$ cat src/rtl/prn_irq_pkg.sv
package prn_irq_pkg;

  typedef enum logic {
    IRQ_MODE_PASS  = 1'b0,
    IRQ_MODE_LATCH = 1'b1
  } irq_mode_e;

  // status fields, most significant first: busy=bit3 ack=bit2 err=bit1 print=bit0
  typedef struct packed {
    logic busy;
    logic ack;
    logic err;
    logic print;
  } prn_stat_t;

  localparam int STAT_W = $bits(prn_stat_t);

  // next value of the pending flag: a new event wins over a clear
  function automatic logic pend_next(logic pend, logic set_evt, logic clr_evt);
    logic nxt;
    if (set_evt)      nxt = 1'b1;
    else if (clr_evt) nxt = 1'b0;
    else              nxt = pend;
    return nxt;
  endfunction

  // interrupt line picked by the strap
  function automatic logic irq_pick(irq_mode_e mode, logic ack_lvl, logic pend);
    return (mode == IRQ_MODE_LATCH) ? pend : ack_lvl;
  endfunction

  // assemble the status fields from levels and the pending flag
  function automatic prn_stat_t stat_build(logic busy, logic ack, logic err, logic pend);
    prn_stat_t s;
    s.busy  = busy;
    s.ack   = ack;
    s.err   = err;
    s.print = ~pend;
    return s;
  endfunction

endpackage

$ cat src/rtl/prn_sync.sv
module prn_sync #(
  parameter int             WIDTH   = 3,
  parameter int             STAGES  = 2,
  parameter logic [WIDTH-1:0] RST_VAL = '0
) (
  input  logic             clk,
  input  logic             rst_n,
  input  logic [WIDTH-1:0] d_async,
  output logic [WIDTH-1:0] q_sync
);

  logic [WIDTH-1:0] stage_q [STAGES];

  generate
    for (genvar s = 0; s < STAGES; s++) begin : g_stage
      if (s == 0) begin : g_first
        always_ff @(posedge clk or negedge rst_n) begin
          if (!rst_n) stage_q[s] <= RST_VAL;
          else        stage_q[s] <= d_async;
        end
      end else begin : g_next
        always_ff @(posedge clk or negedge rst_n) begin
          if (!rst_n) stage_q[s] <= RST_VAL;
          else        stage_q[s] <= stage_q[s-1];
        end
      end
    end
  endgenerate

  assign q_sync = stage_q[STAGES-1];

endmodule

$ cat src/rtl/prn_edge_det.sv
module prn_edge_det #(
  parameter logic RST_VAL = 1'b1
) (
  input  logic clk,
  input  logic rst_n,
  input  logic lvl,
  output logic rise
);

  logic lvl_prev;

  always_ff @(posedge clk or negedge rst_n) begin
    if (!rst_n) lvl_prev <= RST_VAL;
    else        lvl_prev <= lvl;
  end

  assign rise = lvl & ~lvl_prev;

endmodule

$ cat src/rtl/prn_irq_latch.sv
module prn_irq_latch
  import prn_irq_pkg::*;
(
  input  logic clk,
  input  logic rst_n,
  input  logic set_evt,
  input  logic clr_evt,
  output logic pend
);

  always_ff @(posedge clk or negedge rst_n) begin
    if (!rst_n) pend <= 1'b0;
    else        pend <= pend_next(pend, set_evt, clr_evt);
  end

endmodule

$ cat src/rtl/prn_stat_port.sv
module prn_stat_port
  import prn_irq_pkg::*;
#(
  parameter int ADDR_W    = 3,
  parameter int DATA_W    = 8,
  parameter int STAT_ADDR = 1
) (
  input  logic              cs,
  input  logic              rd,
  input  logic [ADDR_W-1:0] addr,
  input  prn_stat_t         stat,
  output logic              hit,
  output logic [DATA_W-1:0] rd_data
);

  localparam int PAD_W = DATA_W - STAT_W;

  assign hit = cs & rd & (addr == ADDR_W'(STAT_ADDR));

  generate
    if (PAD_W > 0) begin : g_pad
      assign rd_data = hit ? {{PAD_W{1'b0}}, stat} : '0;
    end else begin : g_nopad
      assign rd_data = hit ? DATA_W'(stat) : '0;
    end
  endgenerate

endmodule

$ cat src/rtl/prn_irq_ctrl.sv
module prn_irq_ctrl
  import prn_irq_pkg::*;
#(
  parameter int ADDR_W      = 3,
  parameter int DATA_W      = 8,
  parameter int STAT_ADDR   = 1,
  parameter int SYNC_STAGES = 2
) (
  input  logic              clk,
  input  logic              rst_n,
  input  logic              mode_sel,
  input  logic              prn_ack,
  input  logic              prn_err_n,
  input  logic              prn_busy,
  input  logic              cs,
  input  logic              rd,
  input  logic [ADDR_W-1:0] addr,
  output logic              stat_rd,
  output logic [DATA_W-1:0] rd_data,
  output logic              irq
);

  localparam int N_LINES = 3;
  // idle levels: busy low, error high, ack high
  localparam logic [N_LINES-1:0] LINE_IDLE = 3'b011;

  logic [N_LINES-1:0] line_sync;
  logic               ack_lvl;
  logic               err_lvl;
  logic               busy_lvl;
  logic               rise_evt;
  logic               irq_pend;
  prn_stat_t          stat_now;
  irq_mode_e          mode;

  prn_sync #(
    .WIDTH  (N_LINES),
    .STAGES (SYNC_STAGES),
    .RST_VAL(LINE_IDLE)
  ) u_sync (
    .clk    (clk),
    .rst_n  (rst_n),
    .d_async({prn_busy, prn_err_n, prn_ack}),
    .q_sync (line_sync)
  );

  assign ack_lvl  = line_sync[0];
  assign err_lvl  = line_sync[1];
  assign busy_lvl = line_sync[2];

  prn_edge_det #(.RST_VAL(LINE_IDLE[0])) u_edge (
    .clk  (clk),
    .rst_n(rst_n),
    .lvl  (ack_lvl),
    .rise (rise_evt)
  );

  prn_irq_latch u_latch (
    .clk    (clk),
    .rst_n  (rst_n),
    .set_evt(rise_evt),
    .clr_evt(stat_rd),
    .pend   (irq_pend)
  );

  assign stat_now = stat_build(busy_lvl, ack_lvl, err_lvl, irq_pend);

  prn_stat_port #(
    .ADDR_W   (ADDR_W),
    .DATA_W   (DATA_W),
    .STAT_ADDR(STAT_ADDR)
  ) u_port (
    .cs     (cs),
    .rd     (rd),
    .addr   (addr),
    .stat   (stat_now),
    .hit    (stat_rd),
    .rd_data(rd_data)
  );

  assign mode = irq_mode_e'(mode_sel);
  assign irq  = irq_pick(mode, ack_lvl, irq_pend);

endmodule

$ cat config.mk
export PLATFORM = sky130hd
export DESIGN_NAME = prn_irq_ctrl
export DESIGN_NICKNAME = d
export VERILOG_FILES = /design/src/rtl/prn_irq_pkg.sv /design/src/rtl/prn_sync.sv /design/src/rtl/prn_edge_det.sv /design/src/rtl/prn_irq_latch.sv /design/src/rtl/prn_stat_port.sv /design/src/rtl/prn_irq_ctrl.sv
export SDC_FILE = /design/constraint.sdc
export NUM_CORES = 1
export LEC_CHECK = 0
export BUFFER_PORTS_ARGS = -buffer_cell sky130_fd_sc_hd__buf_4
export CAP_MARGIN = 20
export CORE_AREA = 5 5 42 44
export DETAILED_ROUTE_END_ITERATION = 8
export DIE_AREA = 0 0 47 49
export SETUP_SLACK_MARGIN = 0.4
export SYNTH_ARGS = -nofsm -noshare
export SYNTH_HDL_FRONTEND = slang
export SYNTH_SLANG_ARGS = --single-unit
$ cat constraint.sdc
create_clock -name clk -period 1.1 [get_ports clk]
set_input_delay 0.22 -clock clk [delete_from_list [all_inputs] [get_ports clk]]
set_output_delay 0.22 -clock clk [all_outputs]
set_load 0.03 [all_outputs]
==> summary.txt <==
Status: complete, but fails checks
Failing checks: setup timing
Setup Skew: 0.00556 ns
Initial Utilization: 0.229
Final net count: 57
Core area: 0.00140 mm²
Seq pwr share: 0.490
Number of synthesized flops with an enable pin: 0
1st-iter DRT viols: 0
Via/cell ratio: 4.02
Max-slew violations: 0
H-tree depth: 1
CP Data Required Time: 0.88 ns
Total grt overflow: 0
Die ar.: 0.00230 mm²
Depth of the worst hold-timing path: 1
Pre-CTS WS: -0.0757 ns
Routability cong.: 0.651
Ys async rst share: 1.00
Final hold violation count: 0
Warnings, synthesis: 0
Ant. Diodes: 0
Die extent in x: 47 µm
Worst-path fanout max: 3
Worst Reg2Reg Path Length in Cells: 2
Number of synthesized register bits: 8
Area Growth Syn to Fin: 70.7%
Final Core Density: 0.390
PortBufs: 16
Total GRT Usage: 0.0618
Setup violations, final: 5
Number of global-route vias before repair: 246
Number of CTS-inserted buffers: 3
Top cell type's share of synthesized area: 0.410
Int Pwr: 503 µW
First-pass DRT Iterations: 1
Clock group share of total power: 0.348
P_leak: 0.262 nW
CP Class: flip-flop to output port
I/O pin cnt: 21
Initial antenna violation count: 0
Via count: 245
Main synth FF type: dfstp_2
Routed WL: 629 µm
CTS clk-pin slew, worst paths: 0.05 ns
Largest net degree at the start of global routing: 9
Clk buf depth: 2
Most numerous cell in the Yosys netlist: dfstp_2
Switching power: 159 µW
Pwr Total: 662 µW
First-pass GRT wire length: 986 µm
Num rows: 14
Design area: 547 µm²
Seq/Total Area, Yosys: 0.645
Root buf cell: clkbuf_4
CTS Sinks: 8
CTS tree: yes
Min cycle time layout: 1.33 ns
Layout cells sized above 1: 0.733
Routed wire per std cell: 10.3 µm
Clock latency on the worst-skew pair: 0.25 ns
Max cap viols: 0
Combinational power share: 0.162
CP startpoint kind: flip-flop
Filler instances: 140
Worst setup EP type: output port
Die Height: 49 µm
Post-synth cell types: 12
CP Data Arrival Time: 1.11 ns
Syn_area_per_cell: 13.3 µm²
Yosys top cell by area: dfstp_2
Achievable Freq: 754 MHz
Final period util: 1.21
Peak VDD IR: 474 µV
PD cells: 1210 mW/mm²
Hold Path Class: primary input to flip-flop
Remaining DRCs: 0
Syn Inst Count: 24
Post-detailed-route count of antenna-violating nets: 0
Switching share of power: 0.240
RSZ-0062 raised after global routing: yes
DP Wirelength: 553 µm
Synth area leaders: dfstp_2, dfrtp_1, buf_4
Worst setup margin: -0.226 ns
Post-DP Area: 482 µm²
Netlist Area Pre-Place: 320 µm²
Post-CTS Setup Inserts: 0
Top cells by instance count after synthesis: dfstp_2, buf_4, dfrtp_1
[placed cells by master (no fill, tap or decap)]
cell	synthesis	routed
buf_4	4	10
buf_6	0	7
dfstp_2	5	5
conb_1	1	4
clkbuf_4	0	3
dfrtp_1	3	3
and2_4	0	2
nand4b_4	1	1
nor2_4	1	1
nor3_2	0	1
inv_4	0	1
nand2_1	1	1
o21ai_4	0	1
nor3_4	0	1
inv_1	2	1
o22ai_1	1	1
clkbuf_1	0	1
dlygate4sd3_1	0	1
[state kept, by name, summed over array words and instances, names as in the netlist]
| signal | count |
|---|---|
| u_edge.lvl_prev | 1 |
| u_latch.pend | 1 |
| u_sync.q_sync | 3 |
| u_sync.stage_q | 3 |
[timing repair]
| item | 4_1_cts | 5_1_grt |
|---|---|---|
| setup endpoints to repair | 7 | 7 |
| hold buffers | 1 | 0 |
| hold endpoints to repair | 8 | 0 |
| pin swaps | 2 | 0 |
| gates resized for setup | 7 | 1 |
[final cells by class]
class                           count  area, µm²  area share
Sequential cell                     8        206       0.378
Inverter                            2       10.0      0.0183
Timing Repair Buffer               18        164       0.300
Clock buffer                        4       26.3      0.0481
Multi-Input combinational cell     13        120       0.220
Tap cell                           16       20.0      0.0366
[final timing paths]
kind	from	end	slack, ns
worst max-delay path	u_sync.q_sync[0]$_DFF_PN1_	rd_data[2]	-0.23
worst min-delay path	prn_err_n	u_sync.stage_q[4]$_DFF_PN1_	0.07
worst max register to register	u_sync.q_sync[0]$_DFF_PN1_	u_latch.pend$_DFFE_PN0P_	0.24
worst min register to register	u_sync.stage_q[5]$_DFF_PN0_	u_sync.q_sync[2]$_DFF_PN0_	0.35
max in group asynchronous	rst_n	u_edge.lvl_prev$_DFF_PN1_	0.57
min in group asynchronous	rst_n	u_sync.q_sync[2]$_DFF_PN0_	0.32
[per-layer routing]
layer | share of wire | vias up | track usage | wire (µm)
li1 | - | 109 | - | -
met1 | 0.32 | 115 | 0.0633 | 201
met5 | 0 | - | 0 | 0
met3 | 0.23 | 0 | 0.0369 | 146
met2 | 0.45 | 21 | 0.0837 | 281
met4 | 0 | 0 | 0.0553 | 0
[kinds of logic (layout without fill, tap and decap cells)]
| logic type | count (synthesis) | after routing | synth area share |
|---|---|---|---|
| DFF | 8 | 8 | 0.645 |
| buffers and inverters | 6 | 24 | 0.117 |
| other | 1 | 4 | 0.0117 |
| AOI/OAI and AO/OA | 2 | 2 | 0.0352 |
| and+or+nand+nor | 7 | 7 | 0.191 |
[power by group through the flow]
stage               Combinational, mW  Clock (mW)  Sequential, mW
finish                          0.107       0.230           0.324
global route                    0.114       0.260           0.325
CTS                             0.108       0.248           0.324
detailed placement             0.0993           0           0.329
global placement               0.0976           0           0.327
floorplan                      0.0588           0           0.326
[stage by stage]
stage               instances  hold slack [ns]  setup TNS (ns)
detailed placement         56           0.0420          -0.296
global route               61           0.0599          -0.940
global placement           56           0.0378          -0.282
CTS                        61           0.0618          -0.791
finish                     61           0.0737          -0.717
floorplan                  27          -0.0756         -0.0888
[worst max-delay path, cell delays in order (launching register included)]
cell and delay, ns:
dfstp_2 0.55, inv_4 0.05, nor3_4 0.11, buf_6 0.15
Note: power is estimated with default switching activity, not from simulation.
